--- src/rtl/sbl_pkg.sv ---
package sbl_pkg;
  localparam int WORD_W    = 32;
  localparam int LANE_W    = 8;
  localparam int LANES     = WORD_W / LANE_W;
  localparam int XR_IDX_W  = 4;
  localparam int GPR_IDX_W = 5;
  localparam int OPT_W     = 3;
  localparam int OFF_W     = 8;
  // Field positions decoded from the instruction word
  localparam int XR_LSB    = 6;
  localparam int OFF_LSB   = XR_LSB + XR_IDX_W;
  localparam int OPT_LSB   = OFF_LSB + OFF_W;
  localparam int GPR_LSB   = OPT_LSB + OPT_W;

  typedef enum logic [2:0] {
    ST_IDLE, ST_SKIP, ST_REQ, ST_WAIT, ST_WR
  } sbl_state_t;

  typedef struct packed {
    logic [GPR_IDX_W-1:0] base;
    logic [OPT_W-1:0]     opt;
    logic [OFF_W-1:0]     off;
    logic [XR_IDX_W-1:0]  dst;
  } sbl_fields_t;
endpackage

--- src/rtl/sbl_decode.sv ---
module sbl_decode
  import sbl_pkg::*;
(
  input  logic [WORD_W-1:0] instr,
  output sbl_fields_t       fields
);
  logic unused_bits;
  assign unused_bits = ^{instr[WORD_W-1:GPR_LSB+GPR_IDX_W], instr[XR_LSB-1:0]};

  assign fields.base = instr[GPR_LSB +: GPR_IDX_W];
  assign fields.opt  = instr[OPT_LSB +: OPT_W];
  assign fields.off  = instr[OFF_LSB +: OFF_W];
  assign fields.dst  = instr[XR_LSB  +: XR_IDX_W];
endmodule

--- src/rtl/sbl_agen.sv ---
module sbl_agen #(
  parameter int ADDR_W = 32,
  parameter int DISP_W = 8
) (
  input  logic [ADDR_W-1:0] base,
  input  logic [DISP_W-1:0] disp,
  output logic [ADDR_W-1:0] addr
);
  localparam int EXT_W = ADDR_W - DISP_W;
  logic [ADDR_W-1:0] disp_ext;
  assign disp_ext = {{EXT_W{disp[DISP_W-1]}}, disp};
  assign addr     = base + disp_ext;
endmodule

--- src/rtl/sbl_place.sv ---
module sbl_place #(
  parameter int LANE_W = 8,
  parameter int LANES  = 4,
  parameter int OPT_W  = 3
) (
  input  logic [OPT_W-1:0]        opt,
  input  logic [LANE_W-1:0]       byte_in,
  input  logic [LANES*LANE_W-1:0] old_word,
  output logic [LANES*LANE_W-1:0] new_word
);
  localparam logic [OPT_W-1:0] PAT_BASE = OPT_W'(LANES);

  logic [OPT_W-1:0]  pat;
  logic [LANE_W-1:0] sext;
  assign pat  = opt - PAT_BASE;
  assign sext = {LANE_W{byte_in[LANE_W-1]}};

  for (genvar i = 0; i < LANES; i++) begin : g_lane
    localparam logic [OPT_W-1:0] MY_CODE = OPT_W'(i);
    localparam bit               EVEN    = (i % 2) == 0;
    logic [LANE_W-1:0] lane;
    always_comb begin
      if (opt < PAT_BASE) begin
        lane = (opt == MY_CODE) ? byte_in : old_word[i*LANE_W +: LANE_W];
      end else begin
        case (pat)
          OPT_W'(0): lane = EVEN ? byte_in : '0;
          OPT_W'(1): lane = EVEN ? '0 : byte_in;
          OPT_W'(2): lane = EVEN ? byte_in : sext;
          default:   lane = byte_in;
        endcase
      end
    end
    assign new_word[i*LANE_W +: LANE_W] = lane;
  end
endmodule

--- src/rtl/sbl_unit.sv ---
module sbl_unit
  import sbl_pkg::*;
(
  input  logic                 clk,
  input  logic                 rst,
  input  logic                 ctl_enable,
  input  logic                 issue_valid,
  output logic                 issue_ready,
  input  logic [WORD_W-1:0]    issue_instr,
  output logic                 busy,
  output logic                 done,
  output logic [GPR_IDX_W-1:0] gpr_raddr,
  input  logic [WORD_W-1:0]    gpr_rdata,
  output logic [XR_IDX_W-1:0]  vr_raddr,
  input  logic [WORD_W-1:0]    vr_rdata,
  output logic                 vr_we,
  output logic [XR_IDX_W-1:0]  vr_waddr,
  output logic [WORD_W-1:0]    vr_wdata,
  output logic                 mem_req_valid,
  input  logic                 mem_req_ready,
  output logic [WORD_W-1:0]    mem_req_addr,
  input  logic                 mem_rsp_valid,
  input  logic [LANE_W-1:0]    mem_rsp_data
);
  sbl_state_t        state_q;
  sbl_fields_t       fin;
  logic [WORD_W-1:0] ea;
  logic [WORD_W-1:0] addr_q;
  logic [XR_IDX_W-1:0] dst_q;
  logic [OPT_W-1:0]  opt_q;
  logic [LANE_W-1:0] byte_q;
  logic              accept;

  sbl_decode u_dec (.instr(issue_instr), .fields(fin));

  sbl_agen #(.ADDR_W(WORD_W), .DISP_W(OFF_W)) u_agen (
    .base(gpr_rdata), .disp(fin.off), .addr(ea)
  );

  sbl_place #(.LANE_W(LANE_W), .LANES(LANES), .OPT_W(OPT_W)) u_place (
    .opt(opt_q), .byte_in(byte_q), .old_word(vr_rdata), .new_word(vr_wdata)
  );

  assign issue_ready   = (state_q == ST_IDLE);
  assign accept        = issue_valid && issue_ready;
  assign gpr_raddr     = fin.base;
  assign vr_raddr      = dst_q;
  assign vr_waddr      = dst_q;
  assign mem_req_addr  = addr_q;
  assign mem_req_valid = (state_q == ST_REQ);
  assign vr_we         = (state_q == ST_WR);
  assign done          = (state_q == ST_WR) || (state_q == ST_SKIP);
  assign busy          = (state_q == ST_REQ) || (state_q == ST_WAIT) || (state_q == ST_WR);

  always_ff @(posedge clk) begin
    if (rst) begin
      state_q <= ST_IDLE;
      addr_q  <= '0;
      dst_q   <= '0;
      opt_q   <= '0;
      byte_q  <= '0;
    end else begin
      case (state_q)
        ST_IDLE: if (accept) begin
          addr_q  <= ea;
          dst_q   <= fin.dst;
          opt_q   <= fin.opt;
          state_q <= ctl_enable ? ST_REQ : ST_SKIP;
        end
        ST_SKIP: state_q <= ST_IDLE;
        ST_REQ:  if (mem_req_ready) state_q <= ST_WAIT;
        ST_WAIT: if (mem_rsp_valid) begin
          byte_q  <= mem_rsp_data;
          state_q <= ST_WR;
        end
        ST_WR:   state_q <= ST_IDLE;
        default: state_q <= ST_IDLE;
      endcase
    end
  end

  // request held under back-pressure
  assert_req_hold_R10: assert property (@(posedge clk) disable iff (rst)
    (mem_req_valid && !mem_req_ready) |=> (mem_req_valid && $stable(mem_req_addr)));

  // completion is a single-cycle pulse
  assert_done_pulse_R9: assert property (@(posedge clk) disable iff (rst)
    done |=> !done);

  // write only together with completion while busy
  assert_write_done_R9: assert property (@(posedge clk) disable iff (rst)
    vr_we |-> (done && busy));

  // disabled issue retires next cycle without traffic
  assert_skip_R3: assert property (@(posedge clk) disable iff (rst)
    (issue_valid && issue_ready && !ctl_enable) |=> (done && !vr_we && !mem_req_valid));

  // reset leaves no request and no write pending
  assert_reset_idle_R11: assert property (@(posedge clk)
    rst |=> (!mem_req_valid && !vr_we && !busy && issue_ready));
endmodule

--- config.mk ---
export PLATFORM = sky130hd
export DESIGN_NAME = sbl_unit
export DESIGN_NICKNAME = d
export VERILOG_FILES = /design/src/rtl/sbl_pkg.sv /design/src/rtl/sbl_decode.sv /design/src/rtl/sbl_agen.sv /design/src/rtl/sbl_place.sv /design/src/rtl/sbl_unit.sv
export SDC_FILE = /design/constraint.sdc
export NUM_CORES = 1
export LEC_CHECK = 0
export BUFFER_PORTS_ARGS = -buffer_cell sky130_fd_sc_hd__buf_2
export CORE_ASPECT_RATIO = 1.4
export CORE_UTILIZATION = 48
export DETAILED_ROUTE_END_ITERATION = 6
export GPL_TIMING_DRIVEN = 1
export HOLD_SLACK_MARGIN = 0.02
export MAX_ROUTING_LAYER = met4
export PLACE_DENSITY = 0.81
export SLEW_MARGIN = 20
export SYNTH_ARGS = -nofsm -noshare
export SYNTH_HDL_FRONTEND = slang
export SYNTH_SLANG_ARGS = --single-unit
--- constraint.sdc ---
create_clock -name clk -period 4.2 [get_ports clk]
set_input_delay 1.26 -clock clk [delete_from_list [all_inputs] [get_ports clk]]
set_output_delay 1.26 -clock clk [all_outputs]
set_load 0.005 [all_outputs]
==> out/summary.txt, run 1 <==
Outcome - finished, final reports clean
Distinct cells, synth - 69
Met1 Track Usage GR - 30.0%
Core area - 8980 um^2
Die Y - 116 um
Post-CTS Hold Buffers - 0
Worst Path Class, Setup - in2reg
Root buf cell - clkbuf_16
Area growth from synthesis to layout - 22.1%
Ys async rst share - 0%
WL final - 13900 um
Global route overflow - 0
WP data required - 4.35 ns
Post-synth net total - 762
Critical path fanouts, max - 4
Worst slew margin - 35.1%
Mean Syn Cell Area - 7.15 um^2
1st-iter DRT viols - 193
Met2 Track Usage GR - 51.4%
Std cell rows - 41
Slew @ Worst Pin - 0.970 ns
WP data arrival - 3.69 ns
Max Root-Sink Buffers - 2
Initial antenna violation count - 0
Cells after synthesis - 620
Starting Density - 49.4%
FMAX - 282 MHz
Power per Cell Area - 289 nW/um^2
Via count - 5168
Routed Antenna Nets - 0
Crit start category - input port
H-tree levels - 2
Worst skew pair latency - 0.30 ns
Hold WC Path Type - reg2reg
Setup Skew - 0.00893 ns
GR peak layer - met2
Drc violations - 0
Die X - 83.2 um
Leak - 2.58 nW
Sink Count - 50
Vias/cell - 5.95
Peak VDD IR - 0.187 mV
Post-CTS Setup Inserts - 0
Predominant post-synthesis flop cell - dfxtp_1
Final period util - 84.3%
Final setup TNS - 0 ns
TritonCTS buffer count - 5
Met3 Track Usage GR - 7.34%
Post-cts resize count - 0
Post-layout min period - 3.54 ns
Sequential share of the synthesized area - 22.6%
First-pass GRT wire length - 22100 um
Total GRT Usage - 28.9%
Ant diodes - 0
Gpl congestion - 0.961
Largest net degree at the start of global routing - 46
Synthesized area - 4430 um^2
DIE AREA - 9630 um^2
First-pass DRT Iterations - 4
Clock-pin transition on the worst setup and hold timing paths - 0.07 ns
Ys Warns - 0
Unrepaired setup endpoints after global routing - no
CTS tree - done
Max-cap violations - 0
Port Buffers - 169
Seq cells post-synth - 50
Worst Setup End Kind - flop
Number of global-route vias before repair - 4751
Number of synthesized flops with an enable pin - 0
Ratio of cells with drive above 1 in the final layout - 25.6%
Nets - 903
Io pins - 192
Final setup fails - 0
Final Hold Fails - 0
Layout Utilization - 60.3%
Post-DP HPWL - 11000 um
WL/cell - 16.1 um
Pins Over Slew Limit - 0
-- kinds of logic after synthesis --
| kind of cell | synth area share [%] |
|---|---|
| mux | 1.58 |
| simple gates | 22.9 |
| xor+xnor | 3.56 |
| compound gates | 34.5 |
| fa+ha+maj | 9.20 |
| buf+inv | 5.73 |
| flops | 22.6 |
-- cells in the mapped netlist (5+ instances only) --
cell type / instances / area (um^2)
nand2_1: 96 / 360
a21oi_1: 70 / 350
nor2_1: 65 / 244
dfxtp_1: 50 / 1000
o21ai_0: 46 / 230
ha_1: 31 / 388
clkbuf_1: 24 / 90.1
nor3_1: 19 / 95.1
inv_1: 15 / 56.3
a211oi_1: 13 / 97.6
a21o_1: 13 / 97.6
xnor2_1: 11 / 96.3
a21boi_0: 10 / 75.1
buf_4: 10 / 75.1
a211o_1: 9 / 78.8
and3_1: 8 / 50.1
a22o_1: 7 / 61.3
a32oi_1: 7 / 61.3
mux2i_1: 7 / 70.1
xor2_1: 7 / 61.3
nand3_1: 6 / 30.0
o211ai_1: 6 / 45.0
a31oi_1: 5 / 31.3
and2_1: 5 / 31.3
buf_1: 5 / 18.8
nor2b_1: 5 / 31.3
o21a_1: 5 / 37.5
o21bai_1: 5 / 37.5
-- power by group --
part / internal [mW] / switching, mW / leakage (nW) / total [mW]
combinational: 0.259 / 0.348 / 2.10 / 0.607
sequential: 0.515 / 0.0261 / 0.410 / 0.541
clock: 0.223 / 0.193 / 0.0664 / 0.416
-- flip-flops by register name (all words and copies together), names as in the netlist --
| name | flops |
|---|---|
| byte_q | 8 |
| mem_req_addr | 32 |
| opt_q | 3 |
| state_q | 3 |
| vr_raddr | 4 |
-- per-stage QoR --
| step | cell area, um^2 | hold WS [ns] | instances | setup WS, ns | power (mW) |
|---|---|---|---|---|---|
| after floorplan | 4430 | 0.443 | 620 | 0.894 | 0.940 |
| after CTS | 5410 | 0.455 | 869 | 0.709 | 1.57 |
| after global routing | 5410 | 0.474 | 869 | 0.492 | 1.66 |
| final | 5410 | 0.452 | 869 | 0.658 | 1.56 |
| after global placement | 5260 | 0.435 | 861 | 0.478 | 1.14 |
| after detailed placement | 5260 | 0.443 | 861 | 0.383 | 1.15 |
-- worst max-delay path: stages --
cell and delay, ns:
buf_2 0.10, ha_1 0.24, fa_1 0.44, a211oi_1 0.30, nor2_2 0.12, o211ai_1 0.36
a211oi_1 0.23, o211ai_1 0.31, mux2i_1 0.21, o311ai_0 0.13
-- routing by layer --
layer  part of all wire (%)  wire length [um]
met1                     39              5490
met2                     49              6840
met3                    7.7              1080
met5                      0                 0
met4                    3.8               530
-- worst paths after layout --
kind / end / from / depth (start not counted) / slack, ns
setup / recovery: mem_req_addr[30]$_SDFFE_PP0P_ / issue_instr[10] / 10 / 0.66
hold / removal: mem_req_addr[29]$_SDFFE_PP0P_ / mem_req_addr[29]$_SDFFE_PP0P_ / 2 / 0.45
setup reg to reg: mem_req_addr[30]$_SDFFE_PP0P_ / state_q[1]$_SDFFE_PP0P_ / 6 / 2.11
hold reg to reg: mem_req_addr[29]$_SDFFE_PP0P_ / mem_req_addr[29]$_SDFFE_PP0P_ / 2 / 0.45
-- final cells by class --
cell class              count  area (um^2)
repair buffers            175          891
clock inverters             3         23.8
multi-input cells         513         3180
flip-flops and latches     50         1000
well taps                 107          134
clock buffers               5          125
fillers                   880         3570
inverters                  16         60.1
-- cells in the final DEF, fill, tap and decap left out, drive strengths merged, types with 10 or more instances in the layout --
cell type,n
nor3,19
o21ai,49
a21oi,70
a21boi,10
nor2,66
inv,16
a211oi,14
buf,175
nand2,96
ha,31
dfxtp,50
a21o,13
xnor2,11
No activity file was read; power rests on OpenSTA's default activity.
==> run 2: changes to the inputs <==
--- a/config.mk
+++ b/config.mk
@@ -7,12 +7,12 @@
 export LEC_CHECK = 0
 export BUFFER_PORTS_ARGS = -buffer_cell sky130_fd_sc_hd__buf_2
 export CORE_ASPECT_RATIO = 1.4
-export CORE_UTILIZATION = 48
+export CORE_UTILIZATION = 44
 export DETAILED_ROUTE_END_ITERATION = 6
 export GPL_TIMING_DRIVEN = 1
 export HOLD_SLACK_MARGIN = 0.02
 export MAX_ROUTING_LAYER = met4
-export PLACE_DENSITY = 0.81
+export PLACE_DENSITY = 0.78
 export SLEW_MARGIN = 20
 export SYNTH_ARGS = -nofsm -noshare
 export SYNTH_HDL_FRONTEND = slang
==> constraint.sdc (replaced) <==
create_clock -name clk -period 3 [get_ports clk]
set_input_delay 0.9 -clock clk [delete_from_list [all_inputs] [get_ports clk]]
set_output_delay 0.9 -clock clk [all_outputs]
set_load 0.005 [all_outputs]
==> run 2 against run 1 <==
- sequential share of layout area shrank 2.1 points
- power grew 54%
- critical path type unchanged
- via count grew 6.3%
- clock power grew 60%
==> out/summary.txt, run 2 (synthesized netlist as in run 1, its figures left out) <==
Ratio of cells with drive above 1 in the final layout - 34.6% (+9.0 points)
Drc violations - 0 (unchanged)
R2R Path End - mem_req_addr[26]$_SDFFE_PP0P_
Area growth from synthesis to layout - 38.2%
WP data required - 3.19 ns (-1.16 ns)
Post-layout min period - 2.92 ns
Final period util - 97.2%
Hold WC Path Type - reg2reg
Fin cells - 973 (+12%)
Post-CTS Hold Buffers - 0 (unchanged)
Post-DP HPWL - 11800 um (+7.4%)
Most common cell after layout, fill and taps aside - buf_2
Nets - 979 (+8.4%)
Max-cap violations - 0 (unchanged)
Root buf cell - clkbuf_16
DIE AREA - 10500 um^2 (+8.9%)
Peak VDD IR - 0.231 mV (+23%)
Ant diodes - 0 (unchanged)
Die Y - 121 um (+4.4%)
Gpl congestion - 0.925 (-3.8%)
FMAX - 343 MHz
Power per Cell Area - 394 nW/um^2 (+36%)
Initial antenna violation count - 0 (unchanged)
H-tree levels - 2 (unchanged)
Final Instance Area - 6120 um^2 (+13%)
Sink Count - 50 (unchanged)
Worst slew margin - 29.1% (-6.0 points)
R2r worst-path depth - 5 (-1)
Vias/cell - 5.65 (-5.1%)
Outcome - finished, final reports clean
Largest net degree at the start of global routing - 31 (-33%)
Hold Path End - mem_req_addr[29]$_SDFFE_PP0P_
Number of global-route vias before repair - 5146 (+8.3%)
Fillers - 900 (+2.3%)
Final setup fails - 0 (unchanged)
Core area - 9850 um^2 (+9.7%)
Std cell rows - 43 (+4.9%)
Clock-pin transition on the worst setup and hold timing paths - 0.07 ns (about the same)
Hold Worst Slack - 0.448 ns (-0.00400 ns)
Leak - 2.96 nW (+15%)
TritonCTS buffer count - 5 (unchanged)
Worst r2r src - state_q[0]$_SDFFE_PP0P_
Via count - 5494 (+6.3%)
First-pass DRT Iterations - 5 (+1)
Placed cells - 965 (+12%)
Area after DPL - 5870 um^2 (+12%)
Critical path fanouts, max - 8 (+4)
Global route overflow - 0 (unchanged)
Largest register FFs - 32 (unchanged)
Crit start category - input port
Port Buffers - 169 (unchanged)
Worst Path Class, Setup - in2reg
Setup Skew - 0.00950 ns (+0.000565 ns)
Die X - 86.8 um (+4.3%)
Max Root-Sink Buffers - 2 (unchanged)
Total GRT Usage - 28.6% (-0.37 points)
WHS Path Cells - 2 (unchanged)
Worst R2R Setup Slack - 1.05 ns (-1.06 ns)
Io pins - 192 (unchanged)
CTS tree - done
WL final - 14800 um (+6.3%)
Final Hold Fails - 0 (unchanged)
Worst Hold Launch - mem_req_addr[29]$_SDFFE_PP0P_
WP data arrival - 3.11 ns (-0.58 ns)
Routed Antenna Nets - 0 (unchanged)
Layout Utilization - 62.2% (+1.9 points)
Slew @ Worst Pin - 1.06 ns (+0.0896 ns)
Overall power - 2.41 mW (+54%)
Post-CTS Setup Inserts - 0 (unchanged)
1st-iter DRT viols - 211 (+9.3%)
Pins Over Slew Limit - 0 (unchanged)
Worst skew pair latency - 0.30 ns (about the same)
Worst Setup End Kind - flop
Starting Density - 45.0% (-4.4 points)
WL/cell - 15.2 um (-5.1%)
First-pass GRT wire length - 23200 um (+5.2%)
Most frequent cells in the layout - buf_2 (169), nand2_1 (96), buf_4 (82), a21oi_1 (66), nor2_1 (64)
run 2: layer usage:
metal	global-route usage (%)	share of wire, %	up-vias
li1	-	-	2689
met1	28.5	39	2551
met2	52.6	52	209
met3	4.23	4.9	45
met4	15.1	4.2	0
met5	-	0	-
run 2: worst max path at each step:
stage	start	endpoint	slack [ns]	cells after the start
6_report	issue_instr[17]	mem_req_addr[27]$_SDFFE_PP0P_	0.08	10
5_1_grt	issue_instr[10]	mem_req_addr[30]$_SDFFE_PP0P_	-0.05	11
4_1_cts	opt_q[1]$_SDFFE_PP0P_	vr_wdata[9]	-0.03	4
3_5_place_dp	issue_instr[10]	mem_req_addr[28]$_SDFFE_PP0P_	-0.25	11
3_3_place_gp	issue_instr[10]	mem_req_addr[16]$_SDFFE_PP0P_	-0.22	12
2_1_floorplan	issue_instr[10]	mem_req_addr[30]$_SDFFE_PP0P_	0.05	9
run 2: cell type report:
type / count / area (um^2) / area share (%)
tap: 135 / 169 / 2.76
clock buffer: 5 / 125 / 2.04
clock inverter: 3 / 45.0 / 0.736
multi-input combinational: 513 / 3260 / 53.2
sequential: 50 / 1000 / 16.4
timing repair buffer: 251 / 1460 / 23.9
inverter: 16 / 60.1 / 0.981
run 2: critical path, stage by stage:
cell and delay, ns:
buf_2 0.17, buf_4 0.17, ha_1 0.31, and3_1 0.26, or2b_1 0.27, nor3_1 0.19
o21ai_1 0.14, a2111oi_2 0.40, mux2i_1 0.23, nand2_1 0.06
run 2: per-stage QoR:
stage | setup TNS (ns) | setup slack (ns)
2_1_floorplan | 0 | 0.0537
3_3_place_gp | -2.48 | -0.225
3_5_place_dp | -3.05 | -0.252
4_1_cts | -0.0834 | -0.0292
5_1_grt | -0.0899 | -0.0455
6_report | 0 | 0.0830
run 2: timing repair:
item	4_1_cts	5_1_grt
pin swaps	0	4
resized for setup	0	21
endpoints found under the setup margin	5	34
run 2: power by group:
group / internal, mW / switching (mW)
clock: 0.394 / 0.271
combinational: 0.462 / 0.517
sequential: 0.722 / 0.0450
total: 1.58 / 0.833
==> run 3: changes to the inputs <==
--- a/config.mk
+++ b/config.mk
@@ -5,14 +5,15 @@
 export SDC_FILE = /design/constraint.sdc
 export NUM_CORES = 1
 export LEC_CHECK = 0
+export ABC_AREA = 1
 export BUFFER_PORTS_ARGS = -buffer_cell sky130_fd_sc_hd__buf_2
 export CORE_ASPECT_RATIO = 1.4
-export CORE_UTILIZATION = 44
+export CORE_UTILIZATION = 46
 export DETAILED_ROUTE_END_ITERATION = 6
 export GPL_TIMING_DRIVEN = 1
 export HOLD_SLACK_MARGIN = 0.02
 export MAX_ROUTING_LAYER = met4
-export PLACE_DENSITY = 0.78
+export PLACE_DENSITY = 0.79
 export SLEW_MARGIN = 20
 export SYNTH_ARGS = -nofsm -noshare
 export SYNTH_HDL_FRONTEND = slang
==> run 3 against run 2 <==
- register-to-register slack better by 0.14 ns
- final cell count increased by 21%
- design area fell by 0.12%
- fmax increased by 5.2%
- clock power is 2% lower
- via count rose by 4.6%
- flip-flop and latch count unchanged
- first-iteration DRC count grew 31%
- critical path depth decreased by 4
- hold slack improved by 0.071 ns
- critical path type is now reg2out
- largest power group unchanged
==> out/summary.txt, run 3 <==
Outcome - finished, final reports clean
Post-CTS Hold Buffers - 0 (unchanged)
Number of global-route vias before repair - 5290 (+2.8%)
Synthesized area - 5030 um^2 (+13%)
Unrepaired setup endpoints after global routing - no
Hold Path End - mem_req_addr[9]$_SDFFE_PP0P_
Leak - 3.66 nW (+24%)
Total GRT Usage - 26.3% (-2.2 points)
Initial antenna violation count - 0 (unchanged)
Sequential share of the synthesized area - 19.9% (-2.7 points)
Most frequent cells in the layout - nand2_1 (254), buf_2 (169), inv_1 (162), nor2_1 (81), o21ai_0 (72)
Die X - 90.3 um (+4.1%)
Crit start category - flop
WP data required - 2.10 ns (-1.09 ns)
Clock-pin transition on the worst setup and hold timing paths - 0.07 ns (about the same)
Final setup fails - 0 (unchanged)
CTS tree - done
Peak VDD IR - 0.221 mV (-4.1%)
WHS Path Cells - 2 (unchanged)
Placed cells - 1166 (+21%)
H-tree levels - 2 (unchanged)
Power per Cell Area - 465 nW/um^2 (+18%)
Post-DP HPWL - 12100 um (+2.5%)
WL/cell - 12.1 um (-20%)
Starting Density - 47.8% (+2.8 points)
Hold Worst Slack - 0.519 ns (+0.0712 ns)
Final period util - 92.5% (-4.8 points)
Ys Warns - 0 (unchanged)
FMAX - 360 MHz (+5.2%)
Worst Path Class, Setup - reg2out
Top-count cell post-synth - nand2_1
Gpl congestion - 0.997 (+7.8%)
R2r worst-path depth - 6 (+1)
Post-synth net total - 1022 (+34%)
Worst Setup End Kind - output pin
Post-layout min period - 2.77 ns (-0.143 ns)
Distinct cells, synth - 33 (-52%)
Fillers - 1118 (+24%)
Predominant post-synthesis flop cell - dfxtp_1
Via count - 5745 (+4.6%)
Max Root-Sink Buffers - 2 (unchanged)
Nets - 1177 (+20%)
Slew @ Worst Pin - 0.751 ns (-0.308 ns)
Final setup TNS - 0 ns (unchanged)
Area leader, netlist - dfxtp_1
Fin cells - 1174 (+21%)
WP data arrival - 1.87 ns (-1.24 ns)
Setup Skew - 0.00778 ns (-0.00172 ns)
Worst r2r src - state_q[0]$_SDFFE_PP0P_
Ys async rst share - 0% (unchanged)
Synth top area share - 19.9% (-2.7 points)
WL final - 14200 um (-4.0%)
Pins Over Slew Limit - 0 (unchanged)
Global route overflow - 0 (unchanged)
Ant diodes - 0 (unchanged)
Sink Count - 50 (unchanged)
Cells after synthesis - 880 (+42%)
1st-iter DRT viols - 276 (+31%)
Worst Hold Launch - mem_req_addr[9]$_SDFFE_PP0P_
R2R Path End - opt_q[0]$_SDFFE_PP0P_
Overall power - 2.85 mW (+18%)
Post-synth top cells - nand2_1 (254), inv_1 (162), nor2_1 (82)
Area growth from synthesis to layout - 21.7%
Max-cap violations - 0 (unchanged)
Routed Antenna Nets - 0 (unchanged)
Largest net degree at the start of global routing - 33 (+6.5%)
Drc violations - 0 (unchanged)
DIE AREA - 11400 um^2 (+8.3%)
Worst slew margin - 49.9% (+21 points)
Most common cell after layout, fill and taps aside - nand2_1
First-pass GRT wire length - 23700 um (+1.9%)
Worst skew pair latency - 0.29 ns (about the same)
Critical path fanouts, max - 11 (+3)
Io pins - 192 (unchanged)
Die Y - 126 um (+4.1%)
Root buf cell - clkbuf_16
Largest register FFs - 32 (unchanged)
Post-CTS Setup Inserts - 0 (unchanged)
Area contributors post-synth - dfxtp_1 (20%), nand2_1 (19%), inv_1 (12%)
Core area - 10500 um^2 (+6.8%)
Seq cells post-synth - 50 (unchanged)
Std cell rows - 44 (+2.3%)
Mean Syn Cell Area - 5.71 um^2 (-20%)
Hold WC Path Type - reg2reg
Vias/cell - 4.89 (-13%)
Number of synthesized flops with an enable pin - 0 (unchanged)
Port Buffers - 169 (unchanged)
Layout Utilization - 58.2% (-4.0 points)
Final Hold Fails - 0 (unchanged)
First-pass DRT Iterations - 5 (unchanged)
TritonCTS buffer count - 5 (unchanged)
Ratio of cells with drive above 1 in the final layout - 21.1% (-13 points)
Worst R2R Setup Slack - 1.19 ns (+0.14 ns)
## run 3: where the power goes
part	switching, mW	total, mW	internal (mW)	leakage [nW]
logic	0.793	1.33	0.537	3.17
clock network	0.254	0.653	0.399	0.0819
registers	0.0790	0.863	0.784	0.412
## run 3: cells by family after synthesis
family,after synthesis,share of synthesized area (%)
AO/OA/AOI/OAI,177,19.4
XOR/XNOR,15,2.61
buffers and inverters,194,15.9
AND/OR/NAND/NOR,412,34.1
flip-flops,50,19.9
adder cells (fa/ha/maj),32,8.12
## run 3: metrics by stage
| stage | cell area [um^2] | setup WS [ns] |
|---|---|---|
| 3_3_place_gp | 5930 | 0.223 |
| 5_1_grt | 6120 | 0.0566 |
| 2_1_floorplan | 5030 | 0.648 |
| 4_1_cts | 6110 | 0.0173 |
| 6_report | 6120 | 0.226 |
| 3_5_place_dp | 5930 | 0.222 |
## run 3: critical path, stage by stage, from the launching register on
cell and delay, ns:
dfxtp_1 0.31, inv_1 0.26, nand3_2 0.27, nor2_1 0.16, a21oi_1 0.05, o21ai_0 0.33
buf_2 0.19
## run 3: layout make-up
class                   instances  area (um^2)  area share, %
clock buffers                   5          125           2.05
clock inverters                 3         48.8          0.798
inverters                     163          612           10.0
multi-input cells             636         3230           52.9
flip-flops and latches         50         1000           16.4
well taps                     138          173           2.82
repair buffers                179          921           15.1
## run 3: worst max-delay path by stage
stage                                               end                   from
final                                      vr_wdata[26]  opt_q[2]$_SDFFE_PP0P_
after global routing                        vr_wdata[9]  opt_q[0]$_SDFFE_PP0P_
after CTS                                  vr_wdata[26]  opt_q[0]$_SDFFE_PP0P_
after detailed placement  mem_req_addr[26]$_SDFFE_PP0P_        issue_instr[17]
after global placement    mem_req_addr[26]$_SDFFE_PP0P_        issue_instr[17]
after floorplan           mem_req_addr[20]$_SDFFE_PP0P_        issue_instr[10]
## run 3: per-layer routing
metal | routed length, um | part of all wire (%) | vias to the layer above | track usage [%]
li1 | - | - | 3049 | -
met1 | 5490 | 39 | 2457 | 26.8
met2 | 7330 | 51 | 201 | 48.9
met3 | 790 | 5.6 | 38 | 3.14
met4 | 624 | 4.4 | 0 | 14.0
met5 | 0 | 0 | - | -
## run 3: repair_timing
action	CTS	global route
gates resized for setup	0	3
setup endpoints to repair	0	8
endpoints found under the hold margin	0	0
